==> config.mk <==
export PLATFORM = sky130hd
export DESIGN_NAME = tpat_source
export DESIGN_NICKNAME = d
export VERILOG_FILES = /design/src/rtl/tpat_pkg.sv /design/src/rtl/tpat_edge.sv /design/src/rtl/tpat_core.sv /design/src/rtl/tpat_errsched.sv /design/src/rtl/tpat_source.sv
export SDC_FILE = /design/constraint.sdc
export NUM_CORES = 1
export LEC_CHECK = 0
export ABC_CLOCK_PERIOD_IN_PS = 9160
export BUFFER_PORTS_ARGS = -buffer_cell sky130_fd_sc_hd__buf_2
export CAP_MARGIN = 30
export CORE_MARGIN = 4
export CORE_UTILIZATION = 45
export CTS_CLUSTER_SIZE = 40
export DETAILED_ROUTE_END_ITERATION = 7
export PLACE_DENSITY = 0.64
export SLEW_MARGIN = 5
export SYNTH_ARGS = -nofsm -noshare
export SYNTH_HDL_FRONTEND = slang
export SYNTH_HIERARCHICAL = 1
export SYNTH_SLANG_ARGS = --single-unit
==> constraint.sdc <==
create_clock -name clk -period 9.16 [get_ports clk]
set_clock_uncertainty 0.1 [all_clocks]
set_input_delay 1.374 -clock clk [delete_from_list [all_inputs] [get_ports clk]]
set_output_delay 1.374 -clock clk [all_outputs]
set_load 0.01 [all_outputs]
==> src/rtl/tpat_pkg.sv <==
package tpat_pkg;

  // Interval of the decade error scheduler: 10^code, or 0 when disabled.
  function automatic int unsigned dec_period(input logic [2:0] code);
    int unsigned p;
    p = 1;
    for (int i = 0; i < 7; i++) begin
      if (i < int'(code)) p = p * 10;
    end
    return (code == 3'd0) ? 0 : p;
  endfunction

endpackage

==> src/rtl/tpat_edge.sv <==
module tpat_edge (
  input  logic clk,
  input  logic rst_n,
  input  logic din,
  output logic rise
);
  logic din_q;

  always_ff @(posedge clk or negedge rst_n) begin
    if (!rst_n) din_q <= 1'b0;
    else        din_q <= din;
  end

  assign rise = din & ~din_q;
endmodule

==> src/rtl/tpat_core.sv <==
module tpat_core #(
  parameter int WORD_W = 32,
  parameter int LEN_W  = 5,
  parameter int ZS_WIN = 14
) (
  input  logic              clk,
  input  logic              rst_n,
  input  logic [WORD_W-1:0] word,
  input  logic [LEN_W-1:0]  len,
  input  logic [LEN_W-1:0]  tap,
  input  logic              prbs,
  input  logic              zsup_en,
  input  logic              load_now,
  input  logic              advance,
  output logic              raw_bit,
  output logic              zs_force
);
  localparam logic [LEN_W-1:0] ZS_MIN_LEN = LEN_W'(ZS_WIN - 1);

  logic [WORD_W-1:0] sr;
  logic              feedback;
  logic              window_zero;

  assign raw_bit  = sr[len];
  assign feedback = sr[len] ^ (prbs & sr[tap]);

  always_ff @(posedge clk or negedge rst_n) begin
    if (!rst_n)        sr <= '0;
    else if (load_now) sr <= word;
    else if (advance)  sr <= {sr[WORD_W-2:0], feedback};
  end

  // Look ahead over the bits that will be sent next.
  always_comb begin
    window_zero = 1'b1;
    for (int i = 0; i < ZS_WIN; i++) begin
      if (LEN_W'(i) <= len) window_zero = window_zero & ~sr[len - LEN_W'(i)];
    end
  end

  assign zs_force = zsup_en & (len >= ZS_MIN_LEN) & window_zero;

  assert_load_word_R3: assert property (@(posedge clk) disable iff (!rst_n)
    load_now |=> (sr == $past(word)));

  assert_hold_freeze_R4: assert property (@(posedge clk) disable iff (!rst_n)
    (!advance && !load_now) |=> $stable(sr));
endmodule

==> src/rtl/tpat_errsched.sv <==
module tpat_errsched
  import tpat_pkg::*;
#(
  parameter int CNT_W  = 24,
  parameter int RATE_W = 3
) (
  input  logic              clk,
  input  logic              rst_n,
  input  logic [RATE_W-1:0] rate,
  input  logic              strobe_rise,
  input  logic              load_now,
  input  logic              advance,
  output logic              sched_hit,
  output logic              single_fire
);
  logic [CNT_W-1:0] cnt;
  logic [CNT_W-1:0] reload;
  logic             pending;

  always_comb begin
    if (rate == '0) reload = '0;
    else            reload = CNT_W'(dec_period(3'(rate)) - 1);
  end

  always_ff @(posedge clk or negedge rst_n) begin
    if (!rst_n) begin
      cnt <= '0;
    end else if (load_now) begin
      cnt <= reload;
    end else if (advance) begin
      if (rate == '0)      cnt <= '0;
      else if (cnt == '0)  cnt <= reload;
      else                 cnt <= cnt - 1'b1;
    end
  end

  assign sched_hit   = advance & (rate != '0) & (cnt == '0);
  assign single_fire = advance & (pending | strobe_rise);

  always_ff @(posedge clk or negedge rst_n) begin
    if (!rst_n) pending <= 1'b0;
    else        pending <= (pending | strobe_rise) & ~advance;
  end

  assert_reload_after_hit_R6: assert property (@(posedge clk) disable iff (!rst_n)
    sched_hit |=> (cnt == $past(reload)));

  assert_single_once_R7: assert property (@(posedge clk) disable iff (!rst_n)
    single_fire |=> !pending);
endmodule

==> src/rtl/tpat_source.sv <==
module tpat_source #(
  parameter int WORD_W = 32,
  parameter int LEN_W  = 5,
  parameter int RATE_W = 3,
  parameter int CNT_W  = 24,
  parameter int ZS_WIN = 14
) (
  input  logic              clk,
  input  logic              rst_n,
  input  logic [WORD_W-1:0] pattern_word,
  input  logic [LEN_W-1:0]  len_code,
  input  logic [LEN_W-1:0]  tap_code,
  input  logic              prbs_mode,
  input  logic              zsup_en,
  input  logic              invert_en,
  input  logic [RATE_W-1:0] err_rate,
  input  logic              single_err,
  input  logic              load,
  input  logic              hold,
  output logic              tx_data
);
  localparam int N_STROBE = 2;

  logic [N_STROBE-1:0] strobe_in;
  logic [N_STROBE-1:0] strobe_rise;
  logic load_now, err_rise, advance;
  logic raw_bit, zs_force, sched_hit, single_fire, err_any, next_bit;
  logic tx_q;

  assign strobe_in = {single_err, load};

  for (genvar g = 0; g < N_STROBE; g++) begin : g_edge
    tpat_edge u_edge (
      .clk  (clk),
      .rst_n(rst_n),
      .din  (strobe_in[g]),
      .rise (strobe_rise[g])
    );
  end

  assign load_now = strobe_rise[0];
  assign err_rise = strobe_rise[1];
  assign advance  = ~hold & ~load_now;

  tpat_core #(.WORD_W(WORD_W), .LEN_W(LEN_W), .ZS_WIN(ZS_WIN)) u_core (
    .clk     (clk),
    .rst_n   (rst_n),
    .word    (pattern_word),
    .len     (len_code),
    .tap     (tap_code),
    .prbs    (prbs_mode),
    .zsup_en (zsup_en),
    .load_now(load_now),
    .advance (advance),
    .raw_bit (raw_bit),
    .zs_force(zs_force)
  );

  tpat_errsched #(.CNT_W(CNT_W), .RATE_W(RATE_W)) u_err (
    .clk        (clk),
    .rst_n      (rst_n),
    .rate       (err_rate),
    .strobe_rise(err_rise),
    .load_now   (load_now),
    .advance    (advance),
    .sched_hit  (sched_hit),
    .single_fire(single_fire)
  );

  // Two coincident error sources still flip the bit only once.
  assign err_any  = sched_hit | single_fire;
  assign next_bit = (raw_bit | zs_force) ^ err_any ^ invert_en;

  always_ff @(posedge clk or negedge rst_n) begin
    if (!rst_n)       tx_q <= 1'b0;
    else if (advance) tx_q <= next_bit;
  end

  assign tx_data = tx_q;

  assert_hold_stable_R4: assert property (@(posedge clk) disable iff (!rst_n)
    hold |=> $stable(tx_data));

  assert_load_no_step_R3: assert property (@(posedge clk) disable iff (!rst_n)
    load_now |=> $stable(tx_data));
endmodule

After elaboration in Yosys (flattened, before gate mapping)
Cells that the tools add are included.
{"block": "op_classes", "addsub": 15, "n_mul": 6, "n_lt_le_gt_ge": 37, "n_mux": 65, "bitwise": 48, "n_reduce_logical": 4}
{"cell": "$mux W32", "n": 13}
{"cell": "$mux W24", "n": 7}
{"cell": "$mul A32 B3 Y31 const B", "n": 5}
{"cell": "$lt A5 B6 Y1 const B", "n": 15}
{"cell": "$bmux W1 S5", "n": 15}
{"cell": "$sub A24 B1 Y24 const B", "n": 2}
{"cell": "$mul A32 B3 Y23 const B", "n": 1}
{"cell": "$le A4 B5 Y1 const A", "n": 6}
{"cell": "$sub A5 B4 Y5 const B", "n": 6}
{"cell": "$mux W1", "n": 29}
{"cell": "$logic_not A24 Y1", "n": 1}
{"cell": "$and A1 B1 Y1", "n": 23}
{"cell": "$le A3 B5 Y1 const A", "n": 4}
{"cell": "$sub A5 B3 Y5 const B", "n": 4}
{"cell": "$not A1 Y1", "n": 19}
{"cell": "$le A1 B5 Y1 const A", "n": 2}
{"cell": "$le A2 B5 Y1 const A", "n": 2}
{"cell": "$sub A5 B2 Y5 const B", "n": 2}
{"cell": "$lt A3 B3 Y1 const A", "n": 3}
{"cell": "$lt A1 B3 Y1 const A", "n": 2}
{"cell": "$lt A2 B3 Y1 const A", "n": 2}
{"cell": "$ge A5 B4 Y1 const B", "n": 1}
{"cell": "$sub A5 B1 Y5 const B", "n": 1}
{"cell": "$mux W4", "n": 1}
{"cell": "5 further kinds", "n": 9}
{"block": "word_totals", "ff_bits": 60, "output_inout_bits": 1, "elab_cells": 181}

Depth between registers and ports, before layout
Gate-level depths: netlist of run 1.
{"block": "logic_depth", "ltp_word": 34, "mapped_depth": 32}

By module
Netlist of run 1, hierarchy kept.
{"module": "tpat_core", "n_inst": 1, "cells_per_inst": 464, "area_each_um2": 4763.3, "seq_area_each_um2": 800.8}
{"module": "tpat_errsched", "n_inst": 1, "cells_per_inst": 613, "area_each_um2": 4594.4, "seq_area_each_um2": 625.6}
{"module": "tpat_source", "n_inst": 1, "cells_per_inst": 7, "area_each_um2": 78.8, "seq_area_each_um2": 25.0}
{"module": "tpat_edge", "n_inst": 2, "cells_per_inst": 2, "area_each_um2": 38.8, "seq_area_each_um2": 25.0}

Worst setup path after synthesis of run 1
Ideal clock, no wire load.
{"block": "synth_path", "kind": "input to register", "start": "input port err_rate[0]", "end": "register u_err.cnt[14]", "setup_time_ns": 0.131, "t_arrival_ns": 7.904, "required_ns": 8.929, "path_slack_ns": 1.025, "path_stages": 30, "n_path_buf": 4, "path_cell_list": "clkbuf_1 > buf_1 > clkbuf_1 > buf_1 > nor3b_1 > ha_1 > ha_1 > o21a_1 > a2111o_1 > a21oi_1 > nor2_1 > ha_1 > a21o_1 > or2_2 > o221ai_1 > xnor2_1 > o21ai_0 > a21oi_1 > ha_1 > ha_1 > a211o_1 > and2_0 > and3_1 > ha_1 > ha_1 > ha_1 > o21ai_0 > nor2_1 > a31oi_1 > o21ai_0"}
{"block": "synth_via", "elab_chain_cells": 27, "word_cells_on_any_way": 34, "cone_classes": "add/sub: 1; mul: 6; order compare: 7; mux: 19; reduce/logical: 1"}
{"element": "from (decl)", "line": "tpat_source.sv:16", "rtl": "input logic [RATE_W-1:0] err_rate,"}
{"element": "$lt A1 B3 Y1", "line": "tpat_pkg.sv:8", "rtl": "if (i < int'(code)) p = p * 10;"}
{"element": "$mux W4", "line": "tpat_pkg.sv:8"}
{"element": "$mux W32", "line": "tpat_errsched.sv:21", "rtl": "if (rate == '0) reload = '0;"}
{"element": "$mul A32 B3 Y31", "line": "tpat_pkg.sv:8"}
{"element": "$mux W32", "line": "tpat_pkg.sv:8"}
{"element": "$mux W32", "line": "tpat_errsched.sv:21"}
{"element": "$mul A32 B3 Y31", "line": "tpat_pkg.sv:8"}
{"element": "$mux W32", "line": "tpat_pkg.sv:8"}
{"element": "[... 11 more ...]"}
{"element": "$mux W24", "line": "tpat_pkg.sv:8"}
{"element": "$mux W24", "line": "tpat_pkg.sv:10", "rtl": "return (code == 3'd0) ? 0 : p;"}
{"element": "$sub A24 B1 Y24", "line": "tpat_errsched.sv:22", "rtl": "else reload = CNT_W'(dec_period(3'(rate)) - 1);"}
{"element": "$mux W24", "line": "tpat_errsched.sv:21"}
{"element": "$mux W24", "line": "tpat_errsched.sv:32", "rtl": "else if (cnt == '0) cnt <= reload;"}
{"element": "$mux W24", "line": "tpat_errsched.sv:31", "rtl": "if (rate == '0) cnt <= '0;"}
{"element": "$mux W24", "line": "tpat_errsched.sv:30", "rtl": "end else if (advance) begin"}
{"element": "$mux W24 (*)", "line": "tpat_errsched.sv:28", "rtl": "end else if (load_now) begin"}
{"element": "to (signal assigned)", "line": "tpat_errsched.sv:29", "rtl": "cnt <= reload;"}
{"element": "to (signal assigned)", "line": "tpat_errsched.sv:32"}
{"element": "to (signal assigned)", "line": "tpat_errsched.sv:33", "rtl": "else cnt <= cnt - 1'b1;"}
{"element": "to (decl)", "line": "tpat_errsched.sv:16", "rtl": "logic [CNT_W-1:0] cnt;"}
Mark *: on every way between the ends. The rest lies on a longest branch, timed or not. The select of a mux whose other input is x is not followed.
A chain may end at the register's enable or synchronous reset.

Worst setup path in the final report of run 1
Ends and elaborated chain as after synthesis.

==> results by group, run 1 <==
Power and ir drop
  • Worst VDD drop: 70.2 µV
  • Cell leakage power: 4.58 nW
  • Power Density: 160 nW/µm²
  • Pwr Total: approximately 1.6 mW

Clock network
  • CTS resizes: 0
  • CTS tree: built
  • Number of H-tree levels: 3
  • Clk_lat worst skew: around 0.33 ns
  • CTS Hold Buffers Added: 0
  • TritonCTS Sinks: 60
  • Post-CTS setup buffer count: 0
  • CTS Buffer Depth: 2
  • CTS Root Buffer Type: clkbuf_16
  • Clock transition at path regs: around 0.060 ns
  • Num CTS Buffers: 9

Placed design
  • GP Congestion: about 0.9
  • Placed insts: ~1400
  • IO buf count: 53
  • HPWL Detailed: around 20 mm

Worst setup path
  • Critical setup path kind: in -> reg
  • Critical Path RT: a little over 9 ns
  • Crit path top cell by count: ha_1
  • Register-to-register setup slack: between 5 and 6 ns
  • Crit path arrival time: a little over 8 ns
  • Worst R2R End: u_err/cnt[21]
  • Critical Path Start Type: input port
  • Slowest CP cell: nor2_1
  • Worst-path fanout max: 16
  • Reg2Reg Depth: 11
  • Reg2reg start: g_edge[0].u_edge/din_q
  • CP Launch Point: err_rate[0]
  • Crit-path max cell delay: 0.42 ns
  • Setup crit end kind: flop

Final layout
  • Area growth syn-to-layout: 7.93%
  • Layout net count: 1257
  • Fillers: ~2000
  • Finished Layout Cells: between 1000 and 1500
  • Layout cell share with drive strength beyond 1: between 15 and 20%
  • Final antenna diode count: 0

Drt
  • Total Wirelength: approximately 27 mm
  • Wire length per cell: between 15 and 20 µm
  • DRT antenna net count: 0
  • DRC errors left: 0
  • Vias: about 8700
  • Mean number of vias per cell: ~6.3
  • Initial DRT Pass Iterations: 5
  • DRT iter0 DRCs: 629

Global route
  • Grt ovf: 0
  • First-pass GRT wire length: between 40 and 50 mm
  • Initial antenna violation count: 0
  • Vias in the first global route: about 8300
  • GRT Util Overall: between 20% and 30%
  • Largest net degree at the start of global routing: 73

STA
  • Final Critical Period: between 8 and 9 ns
  • F_max: around 120 MHz
  • Final Hold Fails: 0
  • Setup-violating endpoint count in the final report: 0
  • Sum Neg Setup Slack: 0 ns
  • RSZ-0062 raised after global routing: false
  • Slew headroom: a little over two fifths
  • Final period utilization: approximately 88%
  • Worst-Margin Slew: 0.855 ns
  • Max Slew Vio Count: 0

Synthesis
  • #FFs+latches synth: 60
  • Area contributors post-synth: dfrtp_1 16%, ha_1 14%, mux4_2 12%, mux2i_1 8.0%, o21ai_0 5.0%
  • Syn Inst Count: around 1100
  • Top cell type by total area after synthesis: dfrtp_1
  • Avg Inst Size Synth: about 8.7 µm²
  • Synth unique cells: 76
  • Mapped Area: 9510 µm²
  • Sequential-to-total area share from yosys stat: 15.8%
  • Cell with the most instances after synthesis: ha_1
  • Post-synth EDFFs: 0
  • Asr flop ratio synth: between 90% and 100%
  • Synth top area share: 15.8%
  • Synth Warn #: 6
  • Top cells by count, synth: 106 x ha_1, 105 x nand2_1, 96 x o21ai_0, 76 x mux2i_1, 73 x nor2_1
  • Ys flop type: dfrtp_1

Floorplan
  • Die Y: about 150 µm
  • Row Count: 52
  • Initial Util: a little under half
  • CORE AREA: ~20000 µm²
  • # IOs: 54
  • Die X: 153 µm
  • Die area: 23500 µm²

Run
  • Max-Cap Viols: 0

Hold path
  • Hold Startpoint: u_err/pending
  • Hold EP: u_err/pending
  • Hold depth: 2
  • Worst hold path type: reg -> reg

Run status
  • Outcome: complete, no violations
## per-stage QoR
stage	cell area, µm²	setup slack [ns]	util (%)	hold slack, ns
2_1_floorplan	9530	1.02	-	0.341
3_3_place_gp	9900	0.970	48.3	0.363
3_5_place_dp	9910	0.750	48.4	0.367
4_1_cts	10200	1.09	49.9	0.379
5_1_grt	10300	0.468	50.1	0.390
6_report	10300	1.06	50.1	0.377
## sequential cells by signal (all words and copies together), names as in the netlist
register             count
u_err/pending            1
u_core/sr               32
u_err/cnt               24
tx_data                  1
g_edge.u_edge/din_q      2
## critical path: cells and delay by family
kind,cells,cell delay [ns]
fa+ha+maj,9,2.55
buf+inv,2,0.34
simple gates,8,1.51
compound gates,10,2.25
xor+xnor,1,0.18
## worst max-delay path by stage
stage                         end  cells after the start
detailed placement  u_err/cnt[14]                     30
global route        u_err/cnt[14]                     30
finish              u_err/cnt[14]                     30
global placement    u_err/cnt[14]                     29
CTS                 u_err/cnt[14]                     30
floorplan           u_err/cnt[14]                     30
## per-layer routing
metal / up-vias / global-route usage (%) / wire (µm)
li1: 4115 / - / -
met1: 4206 / 30.7 / 11900
met2: 288 / 37.1 / 12800
met3: 47 / 3.79 / 1560
met4: 0 / 6.85 / 625
met5: - / 0 / 0
## power breakdown
| group | internal, mW | total [mW] | switching [mW] |
|---|---|---|---|
| clock | 0.245 | 0.365 | 0.120 |
| combinational | 0.396 | 0.842 | 0.445 |
| sequential | 0.324 | 0.437 | 0.114 |
| total | 0.965 | 1.64 | 0.679 |
## layout make-up
cell class | instances | area [µm²] | area share, %
Inverter | 54 | 203 | 1.97
Tap cell | 270 | 338 | 3.29
Clock inverter | 4 | 72.6 | 0.707
Sequential cell | 60 | 1500 | 14.6
Clock buffer | 12 | 246 | 2.40
Multi-Input combinational cell | 903 | 7510 | 73.2
Timing Repair Buffer | 67 | 395 | 3.85
## layout by cell type (no fill, tap or decap), drive strengths merged, types with 5 or more instances in the layout
cell / count
xnor2: 35
o311ai: 5
nor4: 8
a21o: 11
and3: 11
mux2: 25
clkbuf: 12
buf: 67
nand2b: 12
nor2b: 10
a21oi: 55
a22oi: 5
or4: 5
a21boi: 5
mux2i: 76
mux4: 60
nand2: 105
a211oi: 13
xor2: 9
nor3b: 8
o31ai: 7
a22o: 5
inv: 53
ha: 106
conb: 6
nor2: 74
o22ai: 14
o21a: 5
o211ai: 11
nand3: 13
nor3: 27
and2: 7
o21ai: 98
o221ai: 5
dfrtp: 60
a31oi: 7
## cell families (layout without fill, tap and decap cells)
group	count (synthesis)	count (layout)	share of synthesized area [%]
other	1	6	0.0394
AO/OA/AOI/OAI	285	285	19.2
flip-flops	60	60	15.8
multiplexers	161	161	25.6
AND/OR/NAND/NOR	297	297	15.0
adder cells (fa/ha/maj)	109	109	14.6
XOR/XNOR	45	45	4.29
buffers and inverters	130	137	5.56
(Power assumes the default switching activity.)
==> run 2: changes to the inputs <==
--- a/config.mk
+++ b/config.mk
@@ -5,11 +5,12 @@
 export SDC_FILE = /design/constraint.sdc
 export NUM_CORES = 1
 export LEC_CHECK = 0
-export ABC_CLOCK_PERIOD_IN_PS = 9160
+export ABC_CLOCK_PERIOD_IN_PS = 9200
 export BUFFER_PORTS_ARGS = -buffer_cell sky130_fd_sc_hd__buf_2
 export CAP_MARGIN = 30
 export CORE_MARGIN = 4
 export CORE_UTILIZATION = 45
+export CTS_BUF_LIST = sky130_fd_sc_hd__clkbuf_2
 export CTS_CLUSTER_SIZE = 40
 export DETAILED_ROUTE_END_ITERATION = 7
 export PLACE_DENSITY = 0.64
==> constraint.sdc (replaced) <==
create_clock -name clk -period 9.2 [get_ports clk]
set_clock_uncertainty 0.1 [all_clocks]
set_input_delay 1.38 -clock clk [delete_from_list [all_inputs] [get_ports clk]]
set_output_delay 1.38 -clock clk [all_outputs]
set_load 0.01 [all_outputs]
==> run 2 against run 1 <==
Net effect: clock power decreased by 53%; die area unchanged; sequential share of layout area increased by 0.31 points; hold slack improved by 0.031 ns; highest routed layer unchanged; via count decreased by 0.64%; power decreased by 12%.
==> results by group, run 2 (synthesis gave the netlist of run 1 again) <==
Power and ir drop
  • Power Density: 144 nW/µm² (-10%)
  • Cell leakage power: 4.50 nW (-1.8%)
  • Worst VDD drop: 69.8 µV (-0.58%)

Placed design
  • IO buf count: 53 (unchanged)
  • HPWL Detailed: 20.3 mm (+0.17%)
  • Placed insts: 1352 (unchanged)
  • Pre-CTS setup slack: 0.811 ns (+0.0613 ns)
  • GP Congestion: 0.908 (+0.32%)

Clock network
  • CTS Buffer Depth: 2 (unchanged)
  • CTS Hold Buffers Added: 0 (unchanged)
  • CTS resizes: 0 (unchanged)
  • Post-CTS setup buffer count: 0 (unchanged)
  • Clk_lat worst skew: 0.56 ns (+0.23 ns)
  • Number of H-tree levels: 3 (unchanged)
  • TritonCTS Sinks: 60 (unchanged)
  • CTS Root Buffer Type: clkbuf_2
  • Num CTS Buffers: 9 (unchanged)
  • CTS tree: built
  • Clock transition at path regs: 0.18 ns (+0.12 ns)

Final layout
  • Layout net count: 1257 (unchanged)
  • Regs by FF count: u_core/sr (32), u_err/cnt (24), g_edge.u_edge/din_q (2)
  • Area growth syn-to-layout: 5.71%
  • Final antenna diode count: 0 (unchanged)
  • Largest register FFs: 32 (unchanged)
  • Register name with the most flops: u_core/sr
  • Highest-count cells in the layout ignoring fill and taps: 105 x nand2_1, 105 x ha_1, 96 x o21ai_0
  • Multi-input gate area: 7510 µm² (unchanged)
  • Layout cell share with drive strength beyond 1: 15.7% (+0.18 points)
  • Finished Layout Cells: 1370 (unchanged)
  • Fillers: 2010 (+1.8%)
  • Sequential cell area: 1500 µm² (unchanged)

Global route
  • Grt ovf: 0 (unchanged)
  • First-pass GRT wire length: 44.1 mm (-0.22%)
  • Largest net degree at the start of global routing: 73 (unchanged)
  • Initial antenna violation count: 0 (unchanged)
  • GRT Util Overall: 22.5% (-0.11 points)
  • Vias in the first global route: 8397 (+0.57%)

Worst setup path
  • Slowest CP cell: nor2_1
  • CP Launch Point: err_rate[0]
  • Reg2Reg Depth: 11 (unchanged)
  • Critical Path Sink: u_err/cnt[14]
  • Worst-path fanout max: 16 (unchanged)
  • Critical setup path kind: in -> reg
  • Critical Path Start Type: input port
  • Crit path arrival time: 8.20 ns (about the same)
  • Crit-path max cell delay: 0.44 ns (+0.02 ns)
  • Register-to-register setup slack: 5.40 ns (+0.02 ns)
  • Setup crit end kind: flop
  • Worst R2R End: u_err/cnt[21]
  • Crit path top cell by count: ha_1
  • Critical Path RT: 9.51 ns (+0.25 ns)
  • Reg2reg start: g_edge[0].u_edge/din_q

Drt
  • Initial DRT Pass Iterations: 5 (unchanged)
  • Total Wirelength: 27.1 mm (+0.66%)
  • DRT iter0 DRCs: 649 (+3.2%)
  • Mean number of vias per cell: 6.28 (-0.64%)
  • DRC errors left: 0 (unchanged)
  • DRT antenna net count: 0 (unchanged)
  • Vias: 8601 (-0.64%)
  • Wire length per cell: 19.8 µm (+0.66%)

Floorplan
  • Die Y: 153 µm (unchanged)
  • Initial Util: 46.4% (unchanged)
  • Die X: 153 µm (unchanged)
  • CORE AREA: 20500 µm² (unchanged)
  • Die area: 23500 µm² (unchanged)
  • # IOs: 54 (unchanged)
  • Row Count: 52 (unchanged)

STA
  • Final period utilization: 85.7%
  • F_max: between 100 and 150 MHz
  • RSZ-0062 raised after global routing: false
  • Sum Neg Setup Slack: 0 ns (unchanged)
  • Slew headroom: 43.4% (+0.61 points)
  • Max Slew Vio Count: 0 (unchanged)
  • Final Critical Period: around 7.9 ns
  • Setup-violating endpoint count in the final report: 0 (unchanged)
  • Final Hold Fails: 0 (unchanged)
  • Final WS setup: 1.31 ns (+0.255 ns)
  • Worst-Margin Slew: 0.846 ns (-0.00908 ns)

Run status
  • Outcome: complete, no violations

Hold path
  • Worst hold path type: reg -> reg

Run
  • Max-Cap Viols: 0 (unchanged)
-- run 2: worst min path at each step --
stage                          endpoint  cells after the start  slack [ns]     startpoint
after global placement    u_err/pending                      2        0.37  u_err/pending
after floorplan            u_err/cnt[8]                      2        0.34   u_err/cnt[8]
after detailed placement  u_err/pending                      2        0.38  u_err/pending
after global routing       u_err/cnt[8]                      2        0.47   u_err/cnt[8]
after CTS                 u_err/pending                      2        0.42  u_err/pending
final                     u_err/pending                      2        0.41  u_err/pending
-- run 2: stage by stage --
step / area [µm²] / hold WS [ns] / power (mW) / util (%)
floorplan: 9530 / 0.341 / 1.05 / -
global route: 10100 / 0.470 / 1.57 / 49.1
detailed placement: 9910 / 0.379 / 1.26 / 48.4
global placement: 9900 / 0.368 / 1.25 / 48.3
finish: 10100 / 0.409 / 1.45 / 49.1
CTS: 10000 / 0.418 / 1.44 / 48.9
-- run 2: report_power, final --
part	leakage [nW]	switching [mW]	internal [mW]
Combinational	3.67	0.444	0.394
Clock	0.0717	0.109	0.0635
Sequential	0.757	0.113	0.321
Total	4.50	0.667	0.779
-- run 2: metal layers --
metal | GRT usage (%) | up-vias | routed length (µm)
met3 | 3.48 | 37 | 1540
met2 | 37.8 | 285 | 13100
met5 | 0 | - | 0
li1 | - | 4110 | -
met4 | 5.97 | 0 | 548
met1 | 30.3 | 4169 | 11900
-- run 2: cell type report --
class,count,share of cell area (%)
Multi-Input combinational cell,903,74.7
Sequential cell,60,14.9
Timing Repair Buffer,67,3.93
Tap cell,270,3.36
Inverter,54,2.02
Clock buffer,11,0.547
Clock inverter,5,0.523
-- run 2: worst max-delay path: cells and delay by family --
| kind | cells | cell delay [ns] |
|---|---|---|
| buffers and inverters | 2 | 0.33 |
| xor gates and xnor gates | 1 | 0.18 |
| adders and majority gates | 9 | 2.53 |
| AOI/OAI and AO/OA | 10 | 2.20 |
| and+or+nand+nor | 8 | 1.54 |
